`config.mk`:
```
export PLATFORM = sky130hd
export DESIGN_NAME = exc_entry_ctrl
export DESIGN_NICKNAME = d
export VERILOG_FILES = /design/src/rtl/exc_entry_pkg.sv /design/src/rtl/exc_arbiter.sv /design/src/rtl/exc_level_bank.sv /design/src/rtl/exc_entry_ctrl.sv
export SDC_FILE = /design/constraint.sdc
export NUM_CORES = 1
export LEC_CHECK = 0
export CAP_MARGIN = 20
export CORE_MARGIN = 4
export CORE_UTILIZATION = 50
export CTS_BUF_LIST = sky130_fd_sc_hd__clkbuf_16
export CTS_CLUSTER_SIZE = 30
export DETAILED_ROUTE_END_ITERATION = 8
export DONT_BUFFER_PORTS = 1
export GPL_ROUTABILITY_DRIVEN = 1
export MAX_ROUTING_LAYER = met4
export PLACE_DENSITY = 0.65
export SKIP_CTS_REPAIR_TIMING = 1
export SYNTH_ARGS = -nofsm -noshare
export SYNTH_HDL_FRONTEND = slang
export SYNTH_HIERARCHICAL = 1
export SYNTH_SLANG_ARGS = --single-unit
```
`constraint.sdc`:
```
create_clock -name clk_i -period 2.39 [get_ports clk_i]
set_clock_uncertainty 0.2 [all_clocks]
set_input_delay 0.3585 -clock clk_i [delete_from_list [all_inputs] [get_ports clk_i]]
set_output_delay 0.3585 -clock clk_i [all_outputs]
set_load 0.02 [all_outputs]
```
`src/rtl/exc_entry_pkg.sv`:
```
`timescale 1ns/1ps
package exc_entry_pkg;
    localparam int STAT_W   = 6;
    localparam int ILVL_W   = 4;
    localparam int UM_BIT   = 4;
    localparam int EXCM_BIT = 5;

    typedef enum logic [1:0] {
        VEC_KERNEL = 2'b00,
        VEC_USER   = 2'b01,
        VEC_DOUBLE = 2'b10,
        VEC_DEBUG  = 2'b11
    } vec_e;

    typedef enum logic [1:0] {
        EV_NONE   = 2'b00,
        EV_NORMAL = 2'b01,
        EV_DEBUG  = 2'b10
    } ev_e;
endpackage

```
`src/rtl/exc_arbiter.sv`:
```
`timescale 1ns/1ps
module exc_arbiter
    import exc_entry_pkg::*;
#(
    parameter int DBG_LEVEL = 6
) (
    input  logic              exc_valid_i,
    input  logic              dbg_req_i,
    input  logic [STAT_W-1:0] stat_i,
    output ev_e               ev_o,
    output vec_e              vec_o
);
    logic dbg_ok;

    always_comb begin
        dbg_ok = dbg_req_i && (stat_i[ILVL_W-1:0] < ILVL_W'(DBG_LEVEL));
        ev_o   = EV_NONE;
        vec_o  = VEC_KERNEL;
        if (dbg_ok) begin
            ev_o  = EV_DEBUG;
            vec_o = VEC_DEBUG;
        end else if (exc_valid_i) begin
            ev_o = EV_NORMAL;
            if (stat_i[EXCM_BIT]) begin
                vec_o = VEC_DOUBLE;
            end else if (stat_i[UM_BIT]) begin
                vec_o = VEC_USER;
            end else begin
                vec_o = VEC_KERNEL;
            end
        end
    end
endmodule

```
`src/rtl/exc_level_bank.sv`:
```
`timescale 1ns/1ps
module exc_level_bank
    import exc_entry_pkg::*;
#(
    parameter int XLEN      = 32,
    parameter int LVL_W     = 3,
    parameter int DBG_LEVEL = 6,
    parameter int HAS_DEPC  = 1
) (
    input  logic              clk_i,
    input  logic              rst_ni,
    input  ev_e               ev_i,
    input  logic [XLEN-1:0]   pc_i,
    input  logic [STAT_W-1:0] stat_i,
    input  logic [LVL_W-1:0]  rd_sel_i,
    output logic [XLEN-1:0]   rd_epc_o,
    output logic [STAT_W-1:0] rd_eps_o
);
    localparam int NENT = 1 << LVL_W;
    localparam bit DOUBLE_TO_L1 = (HAS_DEPC == 0);

    logic [XLEN-1:0]   epc_d [NENT];
    logic [XLEN-1:0]   epc_q [NENT];
    logic [STAT_W-1:0] eps_d [NENT];
    logic [STAT_W-1:0] eps_q [NENT];

    always_comb begin
        for (int i = 0; i < NENT; i++) begin
            epc_d[i] = epc_q[i];
            eps_d[i] = eps_q[i];
        end
        if (ev_i == EV_DEBUG) begin
            epc_d[DBG_LEVEL] = pc_i;
            eps_d[DBG_LEVEL] = stat_i;
        end else if (ev_i == EV_NORMAL) begin
            if (!stat_i[EXCM_BIT] || DOUBLE_TO_L1) begin
                epc_d[1] = pc_i;
            end
        end
    end

    always_ff @(posedge clk_i) begin
        for (int i = 0; i < NENT; i++) begin
            if (!rst_ni) begin
                epc_q[i] <= '0;
                eps_q[i] <= '0;
            end else begin
                epc_q[i] <= epc_d[i];
                eps_q[i] <= eps_d[i];
            end
        end
    end

    assign rd_epc_o = epc_q[rd_sel_i];
    assign rd_eps_o = eps_q[rd_sel_i];
endmodule

```
`src/rtl/exc_entry_ctrl.sv`:
```
`timescale 1ns/1ps
module exc_entry_ctrl
    import exc_entry_pkg::*;
#(
    parameter int XLEN      = 32,
    parameter int CAUSE_W   = 6,
    parameter int LVL_W     = 3,
    parameter int DBG_LEVEL = 6,
    parameter int HAS_DEPC  = 1
) (
    input  logic               clk_i,
    input  logic               rst_ni,
    input  logic               exc_valid_i,
    input  logic [XLEN-1:0]    exc_pc_i,
    input  logic [CAUSE_W-1:0] exc_cause_i,
    input  logic               exc_va_valid_i,
    input  logic [XLEN-1:0]    exc_va_i,
    input  logic               dbg_req_i,
    input  logic [CAUSE_W-1:0] dbg_cause_i,
    input  logic [STAT_W-1:0]  stat_i,
    input  logic [LVL_W-1:0]   lvl_sel_i,
    output logic               enter_o,
    output logic [1:0]         vec_o,
    output logic [CAUSE_W-1:0] cause_o,
    output logic [XLEN-1:0]    va_o,
    output logic [CAUSE_W-1:0] dbg_cause_o,
    output logic [STAT_W-1:0]  stat_o,
    output logic [XLEN-1:0]    depc_o,
    output logic [XLEN-1:0]    lvl_epc_o,
    output logic [STAT_W-1:0]  lvl_eps_o
);
    typedef struct packed {
        logic               enter;
        vec_e               vec;
        logic [CAUSE_W-1:0] cause;
        logic [XLEN-1:0]    va;
        logic [CAUSE_W-1:0] dbgc;
        logic [STAT_W-1:0]  stat;
    } core_t;

    ev_e   ev;
    vec_e  vec_sel;
    core_t core_d, core_q;

    exc_arbiter #(.DBG_LEVEL(DBG_LEVEL)) i_arb (
        .exc_valid_i (exc_valid_i),
        .dbg_req_i   (dbg_req_i),
        .stat_i      (stat_i),
        .ev_o        (ev),
        .vec_o       (vec_sel)
    );

    exc_level_bank #(
        .XLEN      (XLEN),
        .LVL_W     (LVL_W),
        .DBG_LEVEL (DBG_LEVEL),
        .HAS_DEPC  (HAS_DEPC)
    ) i_bank (
        .clk_i    (clk_i),
        .rst_ni   (rst_ni),
        .ev_i     (ev),
        .pc_i     (exc_pc_i),
        .stat_i   (stat_i),
        .rd_sel_i (lvl_sel_i),
        .rd_epc_o (lvl_epc_o),
        .rd_eps_o (lvl_eps_o)
    );

    always_comb begin
        core_d       = core_q;
        core_d.enter = 1'b0;
        unique case (ev)
            EV_DEBUG: begin
                core_d.enter = 1'b1;
                core_d.vec   = vec_sel;
                core_d.dbgc  = dbg_cause_i;
                core_d.stat  = stat_i;
                core_d.stat[EXCM_BIT]     = 1'b1;
                core_d.stat[ILVL_W-1:0]   = ILVL_W'(DBG_LEVEL);
            end
            EV_NORMAL: begin
                core_d.enter = 1'b1;
                core_d.vec   = vec_sel;
                core_d.cause = exc_cause_i;
                if (exc_va_valid_i) begin
                    core_d.va = exc_va_i;
                end
                core_d.stat = stat_i;
                core_d.stat[EXCM_BIT] = 1'b1;
            end
            default: ;
        endcase
    end

    always_ff @(posedge clk_i) begin
        if (!rst_ni) begin
            core_q <= '0;
        end else begin
            core_q <= core_d;
        end
    end

    generate
        if (HAS_DEPC != 0) begin : g_depc
            logic [XLEN-1:0] depc_d, depc_q;
            always_comb begin
                depc_d = depc_q;
                if (ev == EV_NORMAL && stat_i[EXCM_BIT]) begin
                    depc_d = exc_pc_i;
                end
            end
            always_ff @(posedge clk_i) begin
                if (!rst_ni) begin
                    depc_q <= '0;
                end else begin
                    depc_q <= depc_d;
                end
            end
            assign depc_o = depc_q;
        end else begin : g_no_depc
            assign depc_o = '0;
        end
    endgenerate

    assign enter_o     = core_q.enter;
    assign vec_o       = core_q.vec;
    assign cause_o     = core_q.cause;
    assign va_o        = core_q.va;
    assign dbg_cause_o = core_q.dbgc;
    assign stat_o      = core_q.stat;
endmodule

```
==> flow_summary.toml, run 1 <==
[placed_design]
placed_cell_area_mm2 = 0.00653
numPortBuffers = 0
dp_hpwl_um = 9690
globalplace.congestion = 0.776

[floorplan]
rows = 41
start_util = 0.520
die_h_um = 123
die_w_um = 123
pin_count = 213

[synthesis]
ys_seq_elements = 155
yosysTopAreaCell = "edfxtp_1"
async_reset_ff_frac = 0
synth_nets = 681
synth.area.top_cells = "edfxtp_1 32%, dfxtp_1 26%, and3_1 6.6%"
synthCells = 586
syn_area_per_cell_um2 = 11.4
ys_seq_area_frac = 0.571
syn_area_mm2 = 0.00667
synth_cell_types = 32
yosysWarnings = 6
synth_top_flop_cell = "dfxtp_1"
synth_edf_count = 70
synth_top_area_share = 0.315

[cts]
cts_num_sinks = 155
cts_buffer_depth = 2
cts_made_buffers = 17
cts_root_buf = "clkbuf_16"
cts_max_level = 4

[grt]
grt_start_max_net_pins = 193

[run_status]
firstError = "[ERROR RSZ-0060] Max buffer count reached."
status = "did not finish"
haltStage = "global routing"
## kinds of logic after synthesis
kind of cell / Yosys count / synth area share
buffers and inverters: 68 / 0.0798
multiplexers: 15 / 0.0225
adder cells (fa/ha/maj): 5 / 0.00938
flip-flops: 155 / 0.571
AND/OR/NAND/NOR: 237 / 0.200
AO/OA/AOI/OAI: 106 / 0.118
## synthesized netlist by cell type (all sizes together) (3+ instances only)
| master | n |
|---|---|
| clkbuf | 14 |
| mux2i | 15 |
| nor2b | 16 |
| ha | 5 |
| buf | 49 |
| inv | 5 |
| and2 | 9 |
| edfxtp | 70 |
| and3 | 70 |
| o21ai | 68 |
| dfxtp | 85 |
| nand4 | 64 |
| a22o | 32 |
| nand2b | 3 |
| nand2 | 68 |
## per-stage QoR
step / cells / util / hold slack [ps] / worst slack (ps)
CTS: 739 / 0.552 / -142 / 492
detailed placement: 707 / 0.509 / 306 / 179
global placement: 707 / 0.509 / 301 / 201
floorplan: 586 / - / 291 / 76.7
==> inputs of run 2 (changes only) <==
CORE_UTILIZATION = 35   (was 50)
CTS_BUF_LIST = unset   (was sky130_fd_sc_hd__clkbuf_16)
CTS_CLUSTER_SIZE = unset   (was 30)
MAX_ROUTING_LAYER = unset   (was met4)
PLACE_DENSITY = unset   (was 0.65)
PLACE_DENSITY_LB_ADDON = 0.15   (was unset)
clock period = 3.1 ns   (was 2.39 ns; I/O delays follow)
==> run 2 against run 1 <==
The flow now finishes, with violations (negative hold slack). Synthesized cell count unchanged. Synthesized area did not move.
==> flow_summary.toml, run 2 <==
[pwr]
leakagePower_nw = 2.78
powerDensity_mw_per_mm2 = 653
max-vdd-ir-drop_v = 0.000358

[worst_setup_path]
crit_type = "in2reg"
cp.required_ps = 3200
r2r_slack_ps = 1660
crit_path_max_fanout = 32
r2r_start = "depc_o[19]"
critPathLaunch = "stat_i[1]"
reg2reg_to = "depc_o[19]"
crit_arrival_ps = 2500
start_kind = "input pin"
endpoint = "depc_o[19]"
ff2ff_path_depth = 3
end_kind = "flip-flop"

[cts]
cts_num_sinks = 155
cts_max_level = 4
cts_buffer_depth = 2
clk_latency_ps = 410
cts_tree = "built"
cts_root_buf = "clkbuf_16"
clk_pin_slew_ps = 60
cts_made_buffers = 17

[detailed_routing]
wirelength_um = 16900
vias = 4534
ant_nets = 0
post_drt_wl_per_cell_um = 20.9
initialDrtViolationCount = 295
drt_first_pass_iters = 5
drc_errors = 0
viasPerCell = 5.58

[grt]
gr-usage-met1 = 0.192
grt_overflow = 0
grt_pass1_vias = 4416
grtUsageMet2 = 0.243
busiest_layer = "met2"
antenna_found_initial = 0
grt_start_max_net_pins = 193
grt_use_met3 = 0.0649
grt_pass1_wl_um = 26000
grt_usage = 0.154

[placed_design]
globalplace.congestion = 0.712
placed_cell_area_mm2 = 0.00653
place_inst = 765
numPortBuffers = 0
dp_slack_ps = 508
dp_hpwl_um = 10400

[synthesis]
yosysWarnings = 6
post-synth-top-count-cell = "dfxtp_1"
ys_seq_elements = 155
ys_seq_area_frac = 0.571
yosysTopAreaCell = "edfxtp_1"
syn_area_mm2 = 0.00667
synth_nets = 681
synth_top_area_share = 0.315
synth.area.top_cells = "edfxtp_1 32%, dfxtp_1 26%, and3_1 6.6%"
synth_cell_types = 32
synthTopCellsByCount = "85 x dfxtp_1, 70 x and3_1, 70 x edfxtp_1"
synth_top_flop_cell = "dfxtp_1"
syn_area_per_cell_um2 = 11.4
async_reset_ff_frac = 0
synth_edf_count = 70
synthCells = 586

[floorplan]
pin_count = 213
start_util = 0.356
dieArea_mm2 = 0.0213
rows = 50
die_h_um = 146
die_w_um = 146
fp.coreArea_mm2 = 0.0187

[sta]
period_minus_slack_ps = 2410
hold_viol = 2
rsz0062_at_grt = "false"
layout_setup_ws_ps = 694
setup_tns_ps = 0
max-slew-margin-rel = 0.336
whs_ps = -2.56
setup_viol = 0
worst_pin_slew_ps = 996
post-route-period-util = 0.776
max_freq_ghz = 0.416
finalMaxSlewViolations = 0

[cells_and_area]
top_register = "i_bank/epc_q"
layout_common_cells = "85 x dfxtp_1, 70 x and3_1, 70 x edfxtp_1"
final_util = 0.387
layout-drive-gt1-share = 0.126
mostFrequentLayoutCell = "dfxtp_1"
largest_reg_flops = 64
syn_to_final_growth_pct = 8.67
nets = 660
num_antenna_cells = 0
final_area_mm2 = 0.00724
fin_cells = 812

[job]
cap_violations = 0

[run_status]
status = "finished, violations left"
violations = "negative hold slack"

[hold_path]
hp-class = "in2reg"
## run 2: cell counts after synthesis
Identical to the previous run, type by type.
## run 2: critical path: stages
cell and delay (ps):
and2_4 140, o21a_1 180, ha_2 520, and2_4 500
o21ai_1 120, dlygate4sd3_1 560
## run 2: cell type report
class / instances / area [um^2]
sequential: 155 / 3800
fill: 1839 / 11500
multi-input combinational: 363 / 2350
clock buffer: 25 / 508
clock inverter: 7 / 52.6
tap: 234 / 293
inverter: 5 / 18.8
timing repair buffer: 23 / 223
## run 2: how the worst min path moves through the flow
stage                 start         end  slack [ps]  cells past startpoint
6_report       exc_va_i[29]    va_o[29]          -3                      2
5_1_grt        exc_va_i[15]    va_o[15]           2                      2
4_1_cts           stat_i[0]   stat_o[0]         -30                      2
3_5_place_dp     depc_o[21]  depc_o[21]         340                      2
3_3_place_gp     depc_o[15]  depc_o[15]         340                      2
2_1_floorplan      va_o[29]    va_o[29]         330                      2
## run 2: kinds of logic (layout without fill, tap and decap cells)
logic type	count (synthesis)	in the layout	synth area share
muxes	15	15	0.0225
buffers and inverters	68	60	0.0798
adders and majority gates	5	5	0.00938
AOI/OAI and AO/OA	106	106	0.118
DFF	155	155	0.571
and+or+nand+nor	237	237	0.200
## run 2: power breakdown
part,switching (mW),total (mW),internal [mW],leakage [nW]
clock network,0.822,1.97,1.15,0.261
registers,0.131,2.43,2.30,1.40
logic,0.217,0.336,0.119,1.12
## run 2: metrics by stage
stage | hold slack (ps) | power (mW)
after global routing | 1.81 | 4.93
after CTS | -25.9 | 4.77
after detailed placement | 343 | 2.80
after floorplan | 325 | 2.78
after global placement | 339 | 2.79
final | -2.56 | 4.73
## run 2: layer usage
layer  routed length, um  up-vias  share of wire
met1                6870     2187           0.41
met2                8140      206           0.48
met3                1660       18          0.098
met4                 279        0          0.016
li1                    -     2123              -
met5                   0        -              0
(Power assumes the default switching activity.)
